[src/rtl/kmer_bucket_pkg.sv]
package kmer_bucket_pkg;
  localparam int unsigned SYM_W = 2;
  typedef enum logic [SYM_W-1:0] {NT_A = 2'd0, NT_C = 2'd1, NT_G = 2'd2, NT_T = 2'd3} nt_e;
endpackage

[src/rtl/kmer_window.sv]
module kmer_window
  import kmer_bucket_pkg::*;
#(
  parameter int unsigned K = 32
) (
  input  logic               clk_i,
  input  logic               rst_ni,
  input  logic               sym_valid_i,
  input  logic [SYM_W-1:0]   sym_i,
  input  logic               sym_first_i,
  input  logic               sym_bad_i,
  output logic               sym_ready_o,
  input  logic               take_i,
  output logic [SYM_W*K-1:0] win_o,
  output logic               pend_o
);
  localparam int unsigned CNT_W = $clog2(K + 1);
  localparam int unsigned WIN_W = SYM_W * K;

  logic [WIN_W-1:0] win_q;
  logic [CNT_W-1:0] cnt_q, cnt_nxt;
  logic             pend_q, accept, full_nxt;

  assign sym_ready_o = ~pend_q | take_i;
  assign accept      = sym_valid_i & sym_ready_o;

  always_comb begin
    if (sym_first_i)                 cnt_nxt = CNT_W'(1);
    else if (cnt_q == CNT_W'(K))     cnt_nxt = cnt_q;
    else                             cnt_nxt = cnt_q + CNT_W'(1);
  end

  assign full_nxt = accept & ~sym_bad_i & (cnt_nxt == CNT_W'(K));

  always_ff @(posedge clk_i or negedge rst_ni) begin
    if (!rst_ni) begin
      win_q  <= '0;
      cnt_q  <= '0;
      pend_q <= 1'b0;
    end else begin
      if (accept) begin
        if (sym_bad_i) begin
          cnt_q <= '0;
        end else begin
          win_q <= {win_q[WIN_W-SYM_W-1:0], sym_i};
          cnt_q <= cnt_nxt;
        end
      end
      pend_q <= full_nxt | (pend_q & ~take_i);
    end
  end

  assign win_o  = win_q;
  assign pend_o = pend_q;

  // a waiting k-mer always sits in a completely filled window
  p_pend_full_r2: assert property (@(posedge clk_i) disable iff (!rst_ni)
    pend_q |-> (cnt_q == CNT_W'(K)));
  // a bad symbol never creates a waiting k-mer
  p_bad_no_pend_r7: assert property (@(posedge clk_i) disable iff (!rst_ni)
    (accept && sym_bad_i) |=> !pend_q);
endmodule

[src/rtl/kmer_minimizer.sv]
module kmer_minimizer
  import kmer_bucket_pkg::*;
#(
  parameter int unsigned K = 32,
  parameter int unsigned M = 7
) (
  input  logic [SYM_W*K-1:0] win_i,
  output logic [SYM_W*M-1:0] min_o
);
  localparam int unsigned NPOS  = K - M + 1;
  localparam int unsigned MER_W = SYM_W * M;

  logic [MER_W-1:0] mer [NPOS];

  for (genvar j = 0; j < NPOS; j++) begin : g_mer
    assign mer[j] = win_i[SYM_W*(K-j)-1 -: MER_W];
  end

  // strict compare keeps the leftmost of equal values
  always_comb begin
    min_o = mer[0];
    for (int j = 1; j < NPOS; j++) begin
      if (mer[j] < min_o) min_o = mer[j];
    end
  end
endmodule

[src/rtl/kmer_cube_hash.sv]
module kmer_cube_hash #(
  parameter int unsigned BKT_W  = 14,
  parameter int unsigned CUBE_W = 4,
  parameter int unsigned HASH_A = 37,
  parameter int unsigned HASH_B = 11,
  parameter int unsigned HASH_P = 16
) (
  input  logic [BKT_W-1:0]  bucket_i,
  output logic [CUBE_W-1:0] cube_o
);
  localparam int unsigned PROD_W = BKT_W + 33;

  logic [PROD_W-1:0] lin, rem;

  assign lin    = PROD_W'(HASH_A) * PROD_W'(bucket_i) + PROD_W'(HASH_B);
  assign rem    = lin % PROD_W'(HASH_P);
  assign cube_o = rem[CUBE_W-1:0];
endmodule

[src/rtl/kmer_bucketer.sv]
module kmer_bucketer
  import kmer_bucket_pkg::*;
#(
  parameter int unsigned K        = 32,
  parameter int unsigned M        = 7,
  parameter int unsigned HASH_A   = 37,
  parameter int unsigned HASH_B   = 11,
  parameter int unsigned HASH_P   = 16,
  parameter int unsigned OWN_CUBE = 0
) (
  input  logic                       clk_i,
  input  logic                       rst_ni,
  input  logic                       sym_valid_i,
  output logic                       sym_ready_o,
  input  logic [1:0]                 sym_i,
  input  logic                       sym_first_i,
  input  logic                       sym_bad_i,
  output logic                       out_valid_o,
  input  logic                       out_ready_i,
  output logic [2*K-1:0]             kmer_o,
  output logic [2*M-1:0]             bucket_o,
  output logic [$clog2(HASH_P)-1:0]  cube_o,
  output logic                       local_o
);
  localparam int unsigned KMER_W = SYM_W * K;
  localparam int unsigned BKT_W  = SYM_W * M;
  localparam int unsigned CUBE_W = $clog2(HASH_P);
  localparam int unsigned NPOS   = K - M + 1;

  logic [KMER_W-1:0] win;
  logic [BKT_W-1:0]  min_val;
  logic [CUBE_W-1:0] cube_val;
  logic              pend, take;

  assign take = pend & (~out_valid_o | out_ready_i);

  kmer_window #(.K(K)) u_window (
    .clk_i       (clk_i),
    .rst_ni      (rst_ni),
    .sym_valid_i (sym_valid_i),
    .sym_i       (sym_i),
    .sym_first_i (sym_first_i),
    .sym_bad_i   (sym_bad_i),
    .sym_ready_o (sym_ready_o),
    .take_i      (take),
    .win_o       (win),
    .pend_o      (pend)
  );

  kmer_minimizer #(.K(K), .M(M)) u_min (
    .win_i (win),
    .min_o (min_val)
  );

  kmer_cube_hash #(
    .BKT_W(BKT_W), .CUBE_W(CUBE_W),
    .HASH_A(HASH_A), .HASH_B(HASH_B), .HASH_P(HASH_P)
  ) u_hash (
    .bucket_i (min_val),
    .cube_o   (cube_val)
  );

  always_ff @(posedge clk_i or negedge rst_ni) begin
    if (!rst_ni) begin
      out_valid_o <= 1'b0;
      kmer_o      <= '0;
      bucket_o    <= '0;
      cube_o      <= '0;
      local_o     <= 1'b0;
    end else begin
      out_valid_o <= take | (out_valid_o & ~out_ready_i);
      if (take) begin
        kmer_o   <= win;
        bucket_o <= min_val;
        cube_o   <= cube_val;
        local_o  <= (cube_val == CUBE_W'(OWN_CUBE));
      end
    end
  end

  p_hold_r8: assert property (@(posedge clk_i) disable iff (!rst_ni)
    (out_valid_o && !out_ready_i) |=> (out_valid_o && $stable(kmer_o) &&
      $stable(bucket_o) && $stable(cube_o) && $stable(local_o)));
  p_stall_r8: assert property (@(posedge clk_i) disable iff (!rst_ni)
    !sym_ready_o |-> (out_valid_o && !out_ready_i));
  p_cube_range_r4: assert property (@(posedge clk_i) disable iff (!rst_ni)
    out_valid_o |-> (32'(cube_o) < HASH_P));
  for (genvar j = 0; j < NPOS; j++) begin : g_chk
    p_bucket_min_r3: assert property (@(posedge clk_i) disable iff (!rst_ni)
      out_valid_o |-> (bucket_o <= kmer_o[SYM_W*(K-j)-1 -: BKT_W]));
  end
endmodule

[config.mk]
export PLATFORM = sky130hd
export DESIGN_NAME = kmer_bucketer
export DESIGN_NICKNAME = d
export VERILOG_FILES = /design/src/rtl/kmer_bucket_pkg.sv /design/src/rtl/kmer_window.sv /design/src/rtl/kmer_minimizer.sv /design/src/rtl/kmer_cube_hash.sv /design/src/rtl/kmer_bucketer.sv
export SDC_FILE = /design/constraint.sdc
export NUM_CORES = 1
export LEC_CHECK = 0
export BUFFER_PORTS_ARGS = -buffer_cell sky130_fd_sc_hd__buf_4
export CORE_MARGIN = 3
export CORE_UTILIZATION = 60
export CTS_CLUSTER_SIZE = 14
export DETAILED_ROUTE_END_ITERATION = 6
export PLACE_DENSITY = 0.78
export SYNTH_ARGS = -nofsm -noshare
export SYNTH_HDL_FRONTEND = slang
export SYNTH_SLANG_ARGS = --single-unit
[constraint.sdc]
create_clock -name clk_i -period 129.7 [get_ports clk_i]
set_input_delay 25.94 -clock clk_i [delete_from_list [all_inputs] [get_ports clk_i]]
set_output_delay 25.94 -clock clk_i [all_outputs]
set_load 0.03 [all_outputs]
# Yosys cells after proc, flatten, opt, wreduce, memory -nomap -nowiden
# Index checks and enable logic that the tools add are counted.
# word_totals
reg_bits	155
inputBits	8
output_inout_bits	85
word_cells	83
# classes
addsub	2
multipliers	1
magnitude_cmp	25
eq_ne	2
muxes	28
bitwise	15
n_reduce_logical	2
# ops
operator	n
less-than comparator 14 bit	25
two-way mux 14 bit	25
two-way mux 6 bit	3
multiplier 6 x 14 -> 4 bit (first input constant)	1
equality test 6 bit (second input constant)	2
adder 6 x 1 -> 6 bit (second input constant)	1
bitwise AND 1 bit	6
inverter 1 bit	5
adder 4 bit (second input constant)	1
zero test 4 bit	1
OR 1 bit	4
AND reduction 2 bit	1

# Longest topological paths before layout
# depth
depth_word	53
depth_mapped	329
ltp_nobuf	285

# By module
# Synthesis repeated with hierarchy kept, for this count alone.
# unflattened
hier_cells	2645
area_unflattened_um2	21358.0
# modules_own_cells
module	instances	cells_per_inst	area_per_inst_um2	seq_area_each_um2
kmer_minimizer	1	2260	14989.4	0.0
kmer_bucketer	1	181	3444.6	2102.0
kmer_window	1	193	2834.0	1776.7
kmer_cube_hash	1	11	90.1	0.0

# Worst setup path after synthesis
# Ideal clock, no wire load.
# synth_path
path_kind	register to register
from	register u_window.win_q[53] (netlist: u_window.win_o[53])
to	register cube_o[3]
setup_time_ns	0.069
t_arrival_ns	55.861
required_ns	129.631
slack_ns	73.771
path_stages_with_launch	303
path_buffers	51
period_less_slack_ns	55.929
path_cell_list	dfrtp_1 -> buf_6 -> inv_1 -> ha_1 -> nand4_1 -> o221a_2 -> o21ai_2 -> buf_2 -> nor2_1 -> a21oi_1 -> ha_1 -> o21bai_1 -> a222oi_1 -> or4b_1 -> a221oi_2 -> a211oi_2 -> a2111oi_4 -> nor2_2 -> [... 267 more ...] -> nor2b_1 -> o21ai_0 -> nand2b_1 -> a21oi_1 -> nor2b_1 -> o21ai_0 -> nand2_1 -> nor3b_1 -> a21boi_2 -> nor3_4 -> mux2_4 -> ha_1 -> inv_1 -> fa_1 -> xor2_1 -> o211ai_1 -> mux2_1 -> nand3_1
# synth_between
elab_chain_len	52
# synth_lines
item	line_no	text
start, declared	kmer_window.sv:20	logic [WIN_W-1:0] win_q;
start signal, assigned	kmer_window.sv:45	win_q <= {win_q[WIN_W-SYM_W-1:0], sym_i};
less-than comparator 14 bit	kmer_minimizer.sv:23	if (mer[j] < min_o) min_o = mer[j];
two-way mux 14 bit	kmer_minimizer.sv:23	
less-than comparator 14 bit	kmer_minimizer.sv:23	
two-way mux 14 bit	kmer_minimizer.sv:23	
less-than comparator 14 bit	kmer_minimizer.sv:23	
two-way mux 14 bit	kmer_minimizer.sv:23	
less-than comparator 14 bit	kmer_minimizer.sv:23	
two-way mux 14 bit	kmer_minimizer.sv:23	
[... 37 more ...]	n/a	
two-way mux 14 bit *	kmer_minimizer.sv:23	
less-than comparator 14 bit	kmer_minimizer.sv:23	
two-way mux 14 bit *	kmer_minimizer.sv:23	
less-than comparator 14 bit	kmer_minimizer.sv:23	
two-way mux 14 bit *	kmer_minimizer.sv:23	
named net min_val[0]	kmer_bucketer.sv:31	logic [BKT_W-1:0] min_val;
multiplier 6 x 14 -> 4 bit *	kmer_cube_hash.sv:15	assign lin = PROD_W'(HASH_A) * PROD_W'(bucket_i) + PROD_W'(HASH_B);
adder 4 bit *	kmer_cube_hash.sv:15	
end signal, assigned	kmer_bucketer.sv:75	cube_o <= cube_val;
end, declared	kmer_bucketer.sv:22	output logic [$clog2(HASH_P)-1:0] cube_o,
# The timed path passes the listed nets; every way through them passes the cells marked *.
# A chain may end at the register's enable or synchronous reset.

# Worst setup path after layout
# Same ends and word-level chain as after synthesis.

==> metrics.txt <==
Die Span Y=197.9 um; GR Overflow Total=0; Fillers=3129; RSZ-0062 raised after global routing=no; hold path endpoint=kmer_o[36]; HP Class=reg -> reg; hold path depth=2; Storage cell area=3879 um^2; DRC Markers=0; first-pass GRT wire length=110100 um; Clock transition at path regs=70 ps; status=finished clean; Most common cell on crit path=ha_1; core area=35910 um^2; Die W=197.9 um; P&R area growth vs syn=3.261%; CP required=130090 ps; Reg-to-Reg End=cube_o[3]; nets=3071; Max Slew Vio Count=0; CP arrival=64320 ps; Via-to-Cell Ratio=6.700; ys flop type=dfrtp_1; Crit. End Element=flip-flop; fmax=0.01564 GHz; Final period util=49.29%; Worst Hold Launch=kmer_o[36]; routability cong.=0.9666; number of synthesized register bits=155; slowest CP cell=o31ai_4; H-tree depth=4; CTS tree=built; Final Hold Fails=0; Multi-input gate area=16290 um^2; n_diodes=0; Slew @ Worst Pin=1139 ps; Port Buffer Count=92; post-layout min period=63930 ps; MaxCap Viol Count=0; vias=22230; drt first pass iters=6; clk sinks=155; TNS Setup=0 ps; leading area contributor after synthesis=dfrtp_1; count leader, synth=nand2_1; Routed WL=68750 um; # rows=69; Worst-Skew Late Latency=450 ps; Post-synth EDFFs=0; Post-synth ARST share=100.0%; Mapped Area=22100 um^2; final setup fails=0; Initial Utilization=61.54%; largest cells by area after synthesis=dfrtp_1 18%, ha_1 12%, o21ai_0 6.7%; Resized Gates After CTS=0; synth unique cells=140; top-area cell type share of the netlist area=17.55%; Slew headroom=23.79%; r2r setup slk=65770 ps; CP max stage delay=910 ps; hold_buf cts=0; # IOs=93; reg2reg path depth=260; Routed WL per cell=20.72 um; Mapped Nets=3113; Startpoint Class=flip-flop; root buffer cell=clkbuf_16; Commonest cells post-synth=389 x nand2_1, 296 x o21ai_0, 253 x nor2_1; cts bufs inserted=17; largest net degree at the start of global routing=80; CP max FO=33; vias in the first global route=21260; die area=39180 um^2; initial antenna violation count=0; post-synthesis cell count=2887; GRT Util Overall=34.07%; critical path type=reg -> reg; Yosys warnings=0; Post-CTS Setup Bufs=0; sequential-to-total area share from yosys stat=17.55%; layout cell share with drive strength beyond 1=12.88%; hpwl dp=49580 um; reg2reg start=u_window.win_o[53]; Final ANT Viol Nets=0; Max clock buf depth=2; clock skew=9.997 ps; initial DRC count=2251; Avg Cell Area, Syn=7.656 um^2
cells by family (layout without fill, tap and decap cells):
kind of cell	Yosys count	after routing	share of synthesized area (%)
flops	155	155	17.55
compound gates	956	956	29.37
buf+inv	341	311	8.854
simple gates	984	984	20.83
mux	144	144	7.252
xor+xnor	58	58	2.332
fa+ha+maj	249	249	13.82
layout by cell type (no fill, tap or decap), types with 13 or more instances in the layout:
cell	n
o21ai_1	13
o22ai_1	15
nand2_1	388
nand3_1	58
ha_1	217
nand4_1	24
a21oi_1	217
o211ai_1	34
or2_2	14
and2_1	25
inv_1	138
buf_4	128
clkbuf_16	17
a211oi_1	44
o21ai_0	296
xor2_1	14
a21o_1	42
maj3_1	24
a2111oi_0	14
nor3_1	63
and3_1	18
mux2_2	66
o31ai_1	24
a31oi_1	23
nor2_1	251
dfrtp_1	155
nor2b_1	20
xnor2_1	43
nand2b_1	21
mux2i_1	59
o21a_1	22
state kept, by name, summed over array words and instances (netlist names):
signal	flops
out_valid_o	1
u_window.cnt_q	6
cube_o	4
kmer_o	64
bucket_o	14
u_window.pend_o	1
local_o	1
u_window.win_o	64
per-layer routing:
layer | vias to the layer above | global-route usage, % | share of wire [%]
li1 | 10450 | - | -
met1 | 10420 | 44.18 | 42
met2 | 1149 | 57.28 | 46
met3 | 212 | 5.377 | 8.3
met4 | 0 | 13.00 | 3.4
met5 | - | 0 | 0
per-stage QoR:
stage / hold slack [ps] / util (%) / instance area, um^2 / std cells / setup slack [ps]
2_1_floorplan: 470.8 / - / 22100 / 2887 / 73770
3_3_place_gp: 462.7 / 62.05 / 22280 / 3287 / 69430
3_5_place_dp: 465.6 / 62.05 / 22280 / 3287 / 67240
4_1_cts: 485.9 / 63.55 / 22820 / 3318 / 66970
5_1_grt: 505.0 / 63.55 / 22820 / 3318 / 60230
6_report: 477.2 / 63.55 / 22820 / 3318 / 65770
worst max-delay path: cells and delay by family, from the launching register on:
family / cells / cell delay, ps
AOI/OAI and AO/OA: 118 / 29150
xor gates and xnor gates: 1 / 270
adders and majority gates: 28 / 8460
buffers and inverters: 12 / 1220
DFF: 1 / 700
muxes: 13 / 3830
and+or+nand+nor: 88 / 20130
cell type report:
class | count | share of cell area, %
Clock buffer | 17 | 1.864
Clock inverter | 14 | 0.4989
Inverter | 151 | 2.483
Multi-Input combinational cell | 2391 | 71.37
Sequential cell | 155 | 16.99
Tap cell | 461 | 2.527
Timing Repair Buffer | 129 | 4.260
worst max-delay path by stage:
stage / end / from / slack (ps)
floorplan: cube_o[3] / u_window.win_o[53] / 73770
global placement: cube_o[3] / u_window.win_o[54] / 69430
detailed placement: cube_o[3] / u_window.win_o[54] / 67240
CTS: cube_o[3] / u_window.win_o[54] / 66970
global route: cube_o[3] / u_window.win_o[53] / 60230
finish: cube_o[3] / u_window.win_o[53] / 65770
Power is left out: the tool's default activity adds up to more than one toggle a clock period on the data nets, which glitch-free logic cannot reach.
